## config.mk

```make
export PLATFORM = sky130hd
export DESIGN_NAME = sdiv_mmio
export DESIGN_NICKNAME = d
export VERILOG_FILES = /design/src/rtl/sdiv_pkg.sv /design/src/rtl/sdiv_core.sv /design/src/rtl/sdiv_regs.sv /design/src/rtl/sdiv_mmio.sv
export SDC_FILE = /design/constraint.sdc
export NUM_CORES = 1
export LEC_CHECK = 0
export ABC_AREA = 1
export CAP_MARGIN = 10
export CORE_MARGIN = 4
export CORE_UTILIZATION = 65
export DETAILED_ROUTE_END_ITERATION = 8
export PLACE_DENSITY = 0.89
export SYNTH_ARGS = -nofsm -noshare
export SYNTH_HDL_FRONTEND = slang
export SYNTH_SLANG_ARGS = --single-unit
```

## constraint.sdc

```tcl
create_clock -name clk -period 5.5 [get_ports clk]
set_clock_uncertainty 0.1 [all_clocks]
set_input_delay 1.1 -clock clk [delete_from_list [all_inputs] [get_ports clk]]
set_output_delay 1.1 -clock clk [all_outputs]
set_load 0.005 [all_outputs]
```

## src/rtl/sdiv_pkg.sv

```systemverilog
`timescale 1ns/1ps
package sdiv_pkg;
    localparam int unsigned OFS_DIVIDEND = 'h00;
    localparam int unsigned OFS_DIVISOR  = 'h04;
    localparam int unsigned OFS_QUOT     = 'h08;
    localparam int unsigned OFS_REM      = 'h0C;
    localparam int unsigned OFS_STATUS   = 'h10;

    typedef enum logic [1:0] {
        S_IDLE,
        S_RUN,
        S_FIX
    } sdiv_state_e;
endpackage

```

## src/rtl/sdiv_core.sv

```systemverilog
`timescale 1ns/1ps
module sdiv_core import sdiv_pkg::*; #(
    parameter int DVD_W = 32,
    parameter int DVS_W = 16
) (
    input  logic             clk,
    input  logic             rst_n,
    input  logic             start,
    input  logic [DVD_W-1:0] dvd,
    input  logic [DVS_W-1:0] dvs,
    output logic             finish,
    output logic [DVD_W-1:0] quo,
    output logic [DVS_W-1:0] rem
);
    localparam int REM_W = DVS_W + 1;
    localparam int CNT_W = $clog2(DVD_W);
    localparam logic [CNT_W-1:0] LAST = CNT_W'(DVD_W - 1);

    sdiv_state_e      state_q, state_d;
    logic [CNT_W-1:0] cnt_q;
    logic [REM_W-1:0] acc_q;
    logic [DVD_W-1:0] sh_q;
    logic [REM_W-1:0] dvs_mag_q;
    logic             neg_quo_q, neg_rem_q;
    logic             finish_q;
    logic [DVD_W-1:0] quo_q;
    logic [DVS_W-1:0] rem_q;

    // operand magnitudes taken at launch
    logic             dvs_zero;
    logic [DVD_W-1:0] dvd_mag;
    logic [REM_W-1:0] dvs_ext, dvs_mag_in;
    assign dvs_zero   = (dvs == '0);
    assign dvd_mag    = dvd[DVD_W-1] ? (~dvd + 1'b1) : dvd;
    assign dvs_ext    = {dvs[DVS_W-1], dvs};
    assign dvs_mag_in = dvs_ext[REM_W-1] ? (~dvs_ext + 1'b1) : dvs_ext;

    // one restoring step
    logic [REM_W-1:0] shifted;
    logic [REM_W:0]   diff;
    logic             borrow;
    assign shifted = {acc_q[REM_W-2:0], sh_q[DVD_W-1]};
    assign diff    = {1'b0, shifted} - {1'b0, dvs_mag_q};
    assign borrow  = diff[REM_W];

    // state register
    always_ff @(posedge clk or negedge rst_n) begin
        if (!rst_n) state_q <= S_IDLE;
        else        state_q <= state_d;
    end

    // transitions: launch/restart, zero-out, step, last, retire
    always_comb begin
        state_d = state_q;
        if (start) begin
            state_d = dvs_zero ? S_IDLE : S_RUN;
        end else begin
            unique case (state_q)
                S_IDLE: state_d = S_IDLE;
                S_RUN:  state_d = (cnt_q == LAST) ? S_FIX : S_RUN;
                S_FIX:  state_d = S_IDLE;
                default: state_d = S_IDLE;
            endcase
        end
    end

    // datapath and outputs
    always_ff @(posedge clk or negedge rst_n) begin
        if (!rst_n) begin
            cnt_q     <= '0;
            acc_q     <= '0;
            sh_q      <= '0;
            dvs_mag_q <= '0;
            neg_quo_q <= 1'b0;
            neg_rem_q <= 1'b0;
            finish_q  <= 1'b1;
            quo_q     <= '0;
            rem_q     <= '0;
        end else if (start) begin
            if (dvs_zero) begin
                finish_q <= 1'b1;
                quo_q    <= '1;
                rem_q    <= dvd[DVS_W-1:0];
            end else begin
                finish_q  <= 1'b0;
                sh_q      <= dvd_mag;
                acc_q     <= '0;
                dvs_mag_q <= dvs_mag_in;
                cnt_q     <= '0;
                neg_quo_q <= dvd[DVD_W-1] ^ dvs[DVS_W-1];
                neg_rem_q <= dvd[DVD_W-1];
            end
        end else begin
            unique case (state_q)
                S_RUN: begin
                    sh_q  <= {sh_q[DVD_W-2:0], ~borrow};
                    acc_q <= borrow ? shifted : diff[REM_W-1:0];
                    cnt_q <= cnt_q + 1'b1;
                end
                S_FIX: begin
                    quo_q    <= neg_quo_q ? (~sh_q + 1'b1) : sh_q;
                    rem_q    <= neg_rem_q ? (~acc_q[DVS_W-1:0] + 1'b1)
                                          : acc_q[DVS_W-1:0];
                    finish_q <= 1'b1;
                end
                default: ;
            endcase
        end
    end

    assign finish = finish_q;
    assign quo    = quo_q;
    assign rem    = rem_q;

    p_busy_clears_finish_r3: assert property (@(posedge clk) disable iff (!rst_n)
        (state_q != S_IDLE) |-> !finish_q);

    p_one_step_per_cycle_r3: assert property (@(posedge clk) disable iff (!rst_n)
        (state_q == S_RUN && !start) |=>
            (state_q == S_FIX || cnt_q == CNT_W'($past(cnt_q) + 1'b1)));

    p_partial_below_divisor_r5: assert property (@(posedge clk) disable iff (!rst_n)
        (state_q == S_FIX) |-> (acc_q < dvs_mag_q));

    p_zero_completes_r7: assert property (@(posedge clk) disable iff (!rst_n)
        (start && dvs_zero) |=> (finish_q && quo_q == '1 && state_q == S_IDLE));

    p_restart_clean_r8: assert property (@(posedge clk) disable iff (!rst_n)
        (start && !dvs_zero) |=> (state_q == S_RUN && cnt_q == '0 && !finish_q));
endmodule

```

## src/rtl/sdiv_regs.sv

```systemverilog
`timescale 1ns/1ps
module sdiv_regs import sdiv_pkg::*; #(
    parameter int ADDR_W = 5,
    parameter int DATA_W = 32,
    parameter int DVS_W  = 16
) (
    input  logic              clk,
    input  logic              rst_n,
    input  logic [ADDR_W-1:0] addr,
    input  logic              wr_en,
    input  logic [DATA_W-1:0] wr_data,
    output logic [DATA_W-1:0] rd_data,
    output logic [DATA_W-1:0] dvd,
    output logic [DVS_W-1:0]  dvs,
    output logic              start,
    input  logic              finish,
    input  logic [DATA_W-1:0] quo,
    input  logic [DATA_W-1:0] rem_ext
);
    localparam logic [ADDR_W-1:0] A_DVD  = ADDR_W'(OFS_DIVIDEND);
    localparam logic [ADDR_W-1:0] A_DVS  = ADDR_W'(OFS_DIVISOR);
    localparam logic [ADDR_W-1:0] A_QUO  = ADDR_W'(OFS_QUOT);
    localparam logic [ADDR_W-1:0] A_REM  = ADDR_W'(OFS_REM);
    localparam logic [ADDR_W-1:0] A_STAT = ADDR_W'(OFS_STATUS);

    logic [DATA_W-1:0] dvd_q;
    logic [DVS_W-1:0]  dvs_q;
    logic              zero_q;

    assign start = wr_en && (addr == A_DVS);

    always_ff @(posedge clk or negedge rst_n) begin
        if (!rst_n) begin
            dvd_q  <= '0;
            dvs_q  <= '0;
            zero_q <= 1'b0;
        end else if (wr_en) begin
            if (addr == A_DVD) dvd_q <= wr_data;
            if (addr == A_DVS) begin
                dvs_q  <= wr_data[DVS_W-1:0];
                zero_q <= (wr_data[DVS_W-1:0] == '0);
            end
        end
    end

    always_comb begin
        rd_data = '0;
        if (addr == A_DVD)       rd_data = dvd_q;
        else if (addr == A_DVS)  rd_data = {{(DATA_W-DVS_W){1'b0}}, dvs_q};
        else if (addr == A_QUO)  rd_data = quo;
        else if (addr == A_REM)  rd_data = rem_ext;
        else if (addr == A_STAT) rd_data = {{(DATA_W-2){1'b0}}, zero_q, finish};
    end

    assign dvd = dvd_q;
    // the core samples the new divisor straight from the bus on the start edge
    assign dvs = start ? wr_data[DVS_W-1:0] : dvs_q;

    p_zero_flag_follows_write_r6: assert property (@(posedge clk) disable iff (!rst_n)
        start |=> (zero_q == ($past(wr_data[DVS_W-1:0]) == '0)));

    p_ro_write_no_start_r9: assert property (@(posedge clk) disable iff (!rst_n)
        (wr_en && (addr == A_QUO || addr == A_REM || addr == A_STAT)) |-> !start);
endmodule

```

## src/rtl/sdiv_mmio.sv

```systemverilog
`timescale 1ns/1ps
module sdiv_mmio #(
    parameter int ADDR_W = 5,
    parameter int DATA_W = 32,
    parameter int DVS_W  = 16
) (
    input  logic              clk,
    input  logic              rst_n,
    input  logic [ADDR_W-1:0] addr,
    input  logic              wr_en,
    input  logic [DATA_W-1:0] wr_data,
    output logic [DATA_W-1:0] rd_data
);
    logic [DATA_W-1:0] dvd;
    logic [DVS_W-1:0]  dvs;
    logic              start, finish;
    logic [DATA_W-1:0] quo;
    logic [DVS_W-1:0]  rem;
    logic [DATA_W-1:0] rem_ext;

    assign rem_ext = {{(DATA_W-DVS_W){rem[DVS_W-1]}}, rem};

    sdiv_regs #(.ADDR_W(ADDR_W), .DATA_W(DATA_W), .DVS_W(DVS_W)) u_regs (
        .clk(clk), .rst_n(rst_n), .addr(addr), .wr_en(wr_en),
        .wr_data(wr_data), .rd_data(rd_data), .dvd(dvd), .dvs(dvs),
        .start(start), .finish(finish), .quo(quo), .rem_ext(rem_ext)
    );

    sdiv_core #(.DVD_W(DATA_W), .DVS_W(DVS_W)) u_core (
        .clk(clk), .rst_n(rst_n), .start(start), .dvd(dvd), .dvs(dvs),
        .finish(finish), .quo(quo), .rem(rem)
    );
endmodule

```

==> results of run 1 <==
## power by group
group | leakage [nW] | total, W | internal [W] | switching [W]
clock | 0.301 | 0.00127 | 0.000725 | 0.000549
sequential | 2.01 | 0.00194 | 0.00156 | 0.000371
combinational | 4.28 | 0.00292 | 0.00101 | 0.00192
## per-layer routing
layer	GRT usage	vias to the layer above	share of wire
li1	-	5844	-
met1	0.489	5804	0.38
met2	0.612	716	0.46
met3	0.0665	196	0.081
met4	0.230	0	0.074
met5	0	-	0
## cells in the mapped netlist (all sizes together) (2+ instances only)
library cell and n:
nor2 143, o2111ai 2, dfrtp 171, xnor2 4, o21bai 2, buf 34, nor4 6, or2 7
inv 193, nand3 316, o221ai 7, nand3b 3, xor2 18, ha 23, o211ai 29, nand2 514
o21ai 107, clkbuf 56, nor3 16, o22ai 11, a21boi 2, nand4 18, a221oi 14, a21oi 54
o31ai 2, a31oi 5, a21o 2
## critical path, stage by stage
cell and delay (ps):
clkdlybuf4s50_1 470, nor2_4 180, nand2_2 90, nor2_4 310, inv_1 350, nor2_1 210, a221oi_1 70, o21ai_0 120
clkdlybuf4s50_1 540
## final cells by class
type	count	area share
multi-input cells	1309	0.481
flip-flops and latches	172	0.327
clock buffers	17	0.0323
clock inverters	15	0.0144
well taps	225	0.0214
repair buffers	91	0.0684
inverters	193	0.0551
## stage by stage
stage | utilization | total power, W | cells | hold WS [ps]
2_1_floorplan | - | 0.00398 | 1764 | 349
3_3_place_gp | 0.717 | 0.00469 | 1990 | 368
3_5_place_dp | 0.717 | 0.00476 | 1990 | 368
4_1_cts | 0.753 | 0.00606 | 2022 | 386
5_1_grt | 0.753 | 0.00663 | 2022 | 409
6_report | 0.753 | 0.00613 | 2022 | 387
## placed cells by master (no fill, tap or decap), types with 5 or more instances in the layout
master	Yosys	final
a21oi_1	54	54
a221oi_1	14	14
a31oi_1	5	5
buf_4	10	17
clkbuf_16	0	17
clkdlybuf4s50_1	0	70
dfrtp_1	171	171
ha_1	23	23
inv_1	190	190
nand2_1	510	508
nand2_2	4	6
nand3_1	316	315
nand4_1	17	17
nor2_1	139	139
nor3_1	16	16
nor4_1	5	5
o211ai_1	29	29
o21ai_0	104	104
o221ai_1	7	7
o22ai_1	11	11
or2_2	7	7
xor2_1	18	18
## sequential cells by signal (all words and copies together) (netlist names)
signal / flops
u_core.quo: 32
u_core.sh_q: 32
u_regs.dvd: 32
u_core.dvs_mag_q: 17
u_core.acc_q: 16
u_core.rem: 16
u_regs.dvs_q: 16
u_core.cnt_q: 5
u_core.state_q: 2
u_core.finish: 1
u_core.neg_quo_q: 1
u_core.neg_rem_q: 1
u_regs.zero_q: 1
## logic make-up (layout without fill, tap and decap cells)
| logic type | after synthesis | count (layout) |
|---|---|---|
| AND/OR/NAND/NOR | 1024 | 1024 |
| buffers and inverters | 283 | 316 |
| AO/OA/AOI/OAI | 239 | 239 |
| flip-flops | 172 | 172 |
| adder cells (fa/ha/maj) | 24 | 24 |
| XOR/XNOR | 22 | 22 |
## final timing paths
kind / end / slack (ps) / from
max in group asynchronous: u_core.dvs_mag_q[15] / 3590 / rst_n
setup / recovery: rd_data[14] / 840 / addr[1]
setup reg to reg: u_core.acc_q[1] / 2650 / u_core.acc_q[6]
hold reg to reg: u_core.dvs_mag_q[11] / 390 / u_core.dvs_mag_q[11]
hold / removal: u_core.dvs_mag_q[11] / 390 / u_core.dvs_mag_q[11]
min in group asynchronous: u_regs.dvd[30] / 620 / rst_n
==> impl_results.md, run 1 <==
- Synth warn: 0
- Sequential area share after synthesis: 0.367
- P&R area growth vs syn: 12.0%
- Worst-Skew Late Latency: about 430 ps
- Setup TNS: 0 ps
- Post-CTS setup buffer count: 0
- Clock transition at path regs: 60 ps
- CORE AREA: 17500 sq um
- Post-synthesis register bit count: 172
- Crit path max fanout: 17
- Initial antenna violation count: 0
- Post-DP Area: 12500 sq um
- CTS tree: done
- DR vias: 12600
- Initial DRT Pass Iterations: 6
- Vias in the first global route: 11800
- Die Y: 142 um
- Port Buffer Count: 71
- Via density: about 6.2
- Leakage Power: about 6.6 nW
- Clk sinks: 172
- CTS Buf Count: 17
- Routability Congestion: 0.983
- Outcome: finished clean
- Post-layout nets: 1848
- Synth area leaders: dfrtp_1, nand2_1, nand3_1, inv_1, nor2_1
- Post-synthesis cell count: 1764
- Synth Area in Compound Gates: 0.121
- # H-tree levels: 4
- IO Count: 72
- Final slew viol count: 0
- Num rows: 48
- Die ar.: 20300 sq um
- Slew @ Worst Pin: roughly 1100 ps
- Post-route clock period utilization: 0.847
- Final Hold Fails: 0
- Detailed Route WL: 38000 um
- Multiplexer share of the synthesized area: 0
- Syn_nets: 1828
- Largest family of logic cells by synthesized area: simple AND/OR/NAND/NOR gates
- Post-Synth Adder-Cell Area: 0.0262
- Ant. Diodes: 0
- Data required time of the worst path: 4300 ps
- Total grt overflow: 0
- Multi-input gate area in the final layout: 6330 sq um
- Hold_buf cts: 0
- Place WS: ~900 ps
- Starting DRT DRC Count: around 1600
- Ys flop type: dfrtp_1
- Post_cts resized: 0
- First-pass GRT wire length: 61700 um
- Async set-reset flop share out of synthesis: 1.00
- Top cell type's share of synthesized area: 0.364
- Peak VDD IR: 406 uV
- Synth area leader: dfrtp_1
- Clk buf depth: 2
- Die X: 142 um
- Setup ws final: 840 ps
- Endpoints failing setup: 0
- DP Wirelength: about 27000 um
- Crit Path Category: in2out
- Avg Inst Size Synth: approximately 6.7 sq um
- Crit path time final: 4660 ps
- Cell Area, Synth: 11700 sq um
- Cell area after layout: 13200 sq um
- Max_slew headroom: 0.260
- Hold Crit Class: reg2reg
- Maximum number of pins on one net before global-route repair: 97
- RSZ-0062 raised after global routing: no
- Hold path cells: 2
- Crit path DAT: about 3500 ps
- Fmax: 0.215 GHz
- Root buf cell: clkbuf_16
- Crit start category: input port
- PwrDens: 466 nW/um^2
- Total Routing Usage GR: 0.383
- Share of cells above drive strength 1: 0.0440
- Endpoint class of the critical path: output port
- XOR/XNOR Fraction of Synth Area: 0.0164
- Max cap viols: 0
- Simple-gate area share of the yosys netlist: 0.374
- Register area: 4310 sq um
- Post-DR wirelength/cell: roughly 19 um
- Post-synth EDFFs: 0
- DRC: 0
- R2R depth: 11
- Fillers: 1446
- Post-synth cell types: 45
- Post-route ant nets: 0
- Starting Density: 0.672
(Power assumes the default switching activity.)
==> run 2, diff against run 1 <==
--- a/config.mk
+++ b/config.mk
@@ -8,9 +8,9 @@
 export ABC_AREA = 1
 export CAP_MARGIN = 10
 export CORE_MARGIN = 4
-export CORE_UTILIZATION = 65
+export CORE_UTILIZATION = 55
 export DETAILED_ROUTE_END_ITERATION = 8
-export PLACE_DENSITY = 0.89
+export PLACE_DENSITY = 0.81
 export SYNTH_ARGS = -nofsm -noshare
 export SYNTH_HDL_FRONTEND = slang
 export SYNTH_SLANG_ARGS = --single-unit
==> constraint.sdc (replaced) <==
create_clock -name clk -period 4.21 [get_ports clk]
set_clock_uncertainty 0.1 [all_clocks]
set_input_delay 0.842 -clock clk [delete_from_list [all_inputs] [get_ports clk]]
set_output_delay 0.842 -clock clk [all_outputs]
set_load 0.005 [all_outputs]
==> impl_results.md, run 2 (synthesis gave the netlist of run 1 again) <==
- Outcome: finished clean
- Worst-Skew Late Latency: 450 ps
- Root buf cell: clkbuf_16
- Endpoints failing setup: 0
- CTS tree: done
- Routability Congestion: 1.01
- Initial DRT Pass Iterations: 6
- Post-DR wirelength/cell: 18.1 um
- Die X: roughly 150 um
- Clk sinks: 172
- IO Count: 72
- Crit path max fanout: 17
- R2R setup slack: 1300 ps
- Most frequent cells in the layout: nand2_1, nand3_1, inv_1, dfrtp_1, nor2_1
- Maximum number of pins on one net before global-route repair: ~90
- Clk buf depth: 2
- Critical path capture point: rd_data[16]
- Post_cts resized: 0
- Data required time of the worst path: roughly 3300 ps
- Crit path DAT: 3130 ps
- First-pass GRT wire length: 60500 um
- Post-layout nets: 1859
- R2R depth: 11
- Clock transition at path regs: 80 ps
- Crit start category: input port
- Total grt overflow: 0
- Vias in the first global route: 11600
- Max_slew headroom: 0.366
- Final slew viol count: 0
- Fmax: 0.245 GHz
- Final Hold Fails: 0
- Setup TNS: 0 ps
- Crit path launch: addr[2]
- P&R area growth vs syn: 13.4%
- PwrDens: 593 nW/um^2
- DRC: 0
- Die Y: between 150 and 200 um
- Post-layout util: 0.634
- R2r endpoint: u_core.acc_q[1]
- Num rows: between 50 and 60
- Die ar.: 23800 sq um
- Total Routing Usage GR: 0.317
- Post-route ant nets: 0
- WHS: 362 ps
- Crit path time final: 4080 ps
- Hold Crit Class: in2async
- # H-tree levels: 4
- CORE AREA: 21000 sq um
- Endpoint class of the critical path: output port
- RSZ-0062 raised after global routing: no
- Critical R2R Launch: u_core.acc_q[7]
- Post-CTS setup buffer count: 0
- Hold_buf cts: 0
- DP Wirelength: 27300 um
- DR vias: 12400
- Port Buffer Count: 71
- Initial antenna violation count: 0
- Via density: 5.97
- Share of cells above drive strength 1: 0.0492
- Ant. Diodes: 0
- Crit Path Category: in2out
- CTS Buf Count: 17
- Slew @ Worst Pin: 948 ps
- Leakage Power: 6.64 nW
- Starting DRT DRC Count: 1356
- Most common cell after layout, fill and taps aside: nand2_1
- Starting Density: 0.559
- Max cap viols: 0
- Peak VDD IR: roughly 330 uV
- Post-route clock period utilization: 0.968
- Detailed Route WL: approximately 38000 um
-- run 2: per-stage QoR --
step	area (sq um)	power [W]	instances	worst slack, ps
3_5_place_dp	12700	0.00623	2051	172
4_1_cts	13300	0.00781	2083	172
6_report	13300	0.00789	2083	134
5_1_grt	13300	0.00854	2083	32.0
2_1_floorplan	11700	0.00519	1764	1330
3_3_place_gp	12700	0.00614	2051	261
-- run 2: worst min path at each step --
stage	to	depth (start not counted)	start	slack, ps
global placement	u_core.dvs_mag_q[8]	2	u_core.dvs_mag_q[8]	370
finish	u_regs.dvd[29]	1	rst_n	360
floorplan	u_core.dvs_mag_q[15]	2	u_core.dvs_mag_q[15]	350
global route	u_core.dvs_mag_q[13]	2	u_core.dvs_mag_q[13]	420
detailed placement	u_core.dvs_mag_q[12]	2	u_core.dvs_mag_q[12]	370
CTS	u_core.dvs_mag_q[12]	2	u_core.dvs_mag_q[12]	390
-- run 2: worst max-delay path: stages --
cell	delay [ps]
clkdlybuf4s50_1	510
nand2_1	130
nor4_2	160
buf_4	270
nand2_1	410
o211ai_1	270
clkdlybuf4s50_1	540
-- run 2: report_power, final --
group          internal, W  total [W]  leakage (nW)  switching (W)
Clock             0.000843    0.00157         0.272       0.000728
Sequential         0.00204    0.00252          2.01       0.000473
Combinational      0.00133    0.00381          4.35        0.00248
-- run 2: final cells by class --
type / count / area (sq um)
Clock inverter: 13 / 131
Inverter: 193 / 724
Multi-Input combinational cell: 1309 / 6330
Timing Repair Buffer: 102 / 1040
Tap cell: 275 / 344
Clock buffer: 19 / 443
Sequential cell: 172 / 4310
Fill cell: 1869 / 7700
-- run 2: routing by layer --
layer  vias up  routed length (um)  GRT usage
li1       5891                   -          -
met1      5759               15200      0.421
met2       654               17200      0.497
met3       127                2930     0.0481
met4         0                2320      0.179
met5         -                   0          0
==> run 3, diff against run 2 <==
--- a/config.mk
+++ b/config.mk
@@ -7,9 +7,10 @@
 export LEC_CHECK = 0
 export ABC_AREA = 1
 export CAP_MARGIN = 10
-export CORE_MARGIN = 4
+export CORE_MARGIN = 5
 export CORE_UTILIZATION = 55
 export DETAILED_ROUTE_END_ITERATION = 8
+export GPL_TIMING_DRIVEN = 0
 export PLACE_DENSITY = 0.81
 export SYNTH_ARGS = -nofsm -noshare
 export SYNTH_HDL_FRONTEND = slang
==> impl_results.md, run 3 (synthesis gave the netlist of run 1 again) <==
- WL met2: 19800 um
- Share of cells above drive strength 1: 0.0497
- Post-DR wirelength/cell: 20.2 um
- Outcome: finished clean
- CTS tree: done
- Detailed Route WL: roughly 43000 um
- Total grt overflow: 0
- Final slew viol count: 0
- Die ar.: 24400 sq um
- Switching pwr: 0.00386 W
- Endpoints failing setup: 0
- Total chip power: 0.00804 W
- Post-route ant nets: 0
- Final Hold Fails: 0
- Post-route insts no fill: roughly 2100
- First-pass GRT wire length: ~67000 um
- Switching share of power: 0.480
- Max cap viols: 0
- Crit Path Category: in2out
- Top Layer Used: met4
- Port Buffer Count: 70
- Starting Density: 0.559
- Pint: 0.00418 W
- Fmax: around 0.24 GHz
- Clk buf depth: 2
- RSZ-0062 raised after global routing: no
- CTS Buf Count: 17
- Hold Crit Class: in2async
- Worst-Skew Late Latency: 440 ps
- P&R area growth vs syn: 14.9%
- Clk pwr share: 0.200
- IO Count: 72
- DRC: 0
- Starting DRT DRC Count: 1542
- Clock transition at path regs: ~80 ps
- Die X: approximately 160 um
- DP Wirelength: 33400 um
- Logic pwr share: 0.484
- Max_slew headroom: 0.442
- Clk sinks: 172
- Post-route clock period utilization: 0.989
- Ant. Diodes: 0
- Post-DP Area: 12800 sq um
- PwrDens: 595 nW/um^2
- Post-Place Cells: approximately 2100
- Most frequent cells in the layout: nand2_1, nand3_1, inv_1, dfrtp_1, nor2_1
- Sequential fraction of design power: 0.316
- Maximum number of pins on one net before global-route repair: between 100 and 150
- Fillers: 1957
- WHS: 226 ps
- Total Routing Usage GR: 0.356
- Crit path time final: 4160 ps
- Via density: 6.04
- Peak VDD IR: approximately 420 uV
- Slew @ Worst Pin: between 800 and 900 ps
- CORE AREA: around 21000 sq um
- Die Y: 156 um
- Initial antenna violation count: 0
- Num rows: between 50 and 60
- Met3 routed WL: 3390 um
- Post-layout nets: 1924
- Most common cell after layout, fill and taps aside: nand2_1
- Met1 wire length: 16800 um
- Routability Congestion: 1.08
- Setup TNS: 0 ps
- Crit path max fanout: 10
- Initial DRT Pass Iterations: 6
- Leakage Power: roughly 6.7 nW
- Root buf cell: clkbuf_16
- Vias in the first global route: 12300
- Endpoint class of the critical path: output port
- Crit start category: input port
- Data required time of the worst path: 3270 ps
- # H-tree levels: 4
- Crit path DAT: 3220 ps
- DR vias: about 13000
- Cell area after layout: 13500 sq um
[run 3: cell count changes in the layout (fill, tap and decap cells not counted), sizes merged]
| cell | previous run | this run |
|---|---|---|
| clkbuf | 19 | 73 |
| clkinvlp | 3 | 1 |
| dlymetal6s2s | 0 | 2 |
| bufinv | 1 | 0 |
| clkinv | 4 | 5 |
| inv | 198 | 201 |
| clkdlybuf4s50 | 70 | 67 |
| buf | 32 | 43 |
[run 3: worst paths after layout]
| kind | slack [ps] | to | startpoint | cells past startpoint |
|---|---|---|---|---|
| min reg2reg | 380 | u_core.dvs_mag_q[9] | u_core.dvs_mag_q[9] | 2 |
| min | 230 | u_regs.dvd[21] | rst_n | 1 |
| max reg2reg | 1400 | u_core.acc_q[10] | u_core.sh_q[31] | 12 |
| max | 50 | rd_data[14] | addr[0] | 11 |
| min in group clk | 380 | u_core.dvs_mag_q[9] | u_core.dvs_mag_q[9] | 2 |
| max in group asynchronous | 2850 | u_core.acc_q[12] | rst_n | 2 |
[run 3: stage by stage]
step	utilization	setup slack, ps
final	0.642	45.1
after global routing	0.642	2.08
after CTS	0.639	21.1
after detailed placement	0.610	-360
after global placement	0.608	-4890
after floorplan	-	1330
[run 3: power groups by stage]
stage	registers [W]	logic [W]	clock network, W
2_1_floorplan	0.00235	0.00284	0
5_1_grt	0.00257	0.00440	0.00168
4_1_cts	0.00251	0.00383	0.00161
3_3_place_gp	0.00252	0.00374	0
3_5_place_dp	0.00253	0.00380	0
6_report	0.00254	0.00389	0.00161
[run 3: routing by layer]
metal,up-vias,track usage
li1,6025,-
met1,6050,0.451
met2,732,0.574
met3,177,0.0541
met4,0,0.218
met5,-,0
[run 3: final cells by class]
type                            instances  area, sq um  share of cell area
Sequential cell                       172         4310               0.319
Inverter                              193          724              0.0537
Tap cell                              275          344              0.0255
Multi-Input combinational cell       1309         6330               0.469
Timing Repair Buffer                   77          783              0.0580
Buffer                                 90          413              0.0306
Clock buffer                           18          429              0.0318
Clock inverter                         14          169              0.0125
[run 3: timing repair]
item	4_1_cts	5_1_grt
setup endpoints to repair	27	21
resized for setup	7	10
pin swaps	0	2
buffers inserted	0	6
hold endpoints to repair	0	0
hold buffers	0	0
[run 3: worst max-delay path: stages]
cell and delay, ps:
clkdlybuf4s50_1 490, nor2_4 150, nand2_2 90, nor2_4 180, buf_6 160, inv_1 80
buf_4 180, nor2_1 220, a221oi_1 90, o21ai_0 160, clkdlybuf4s50_1 560
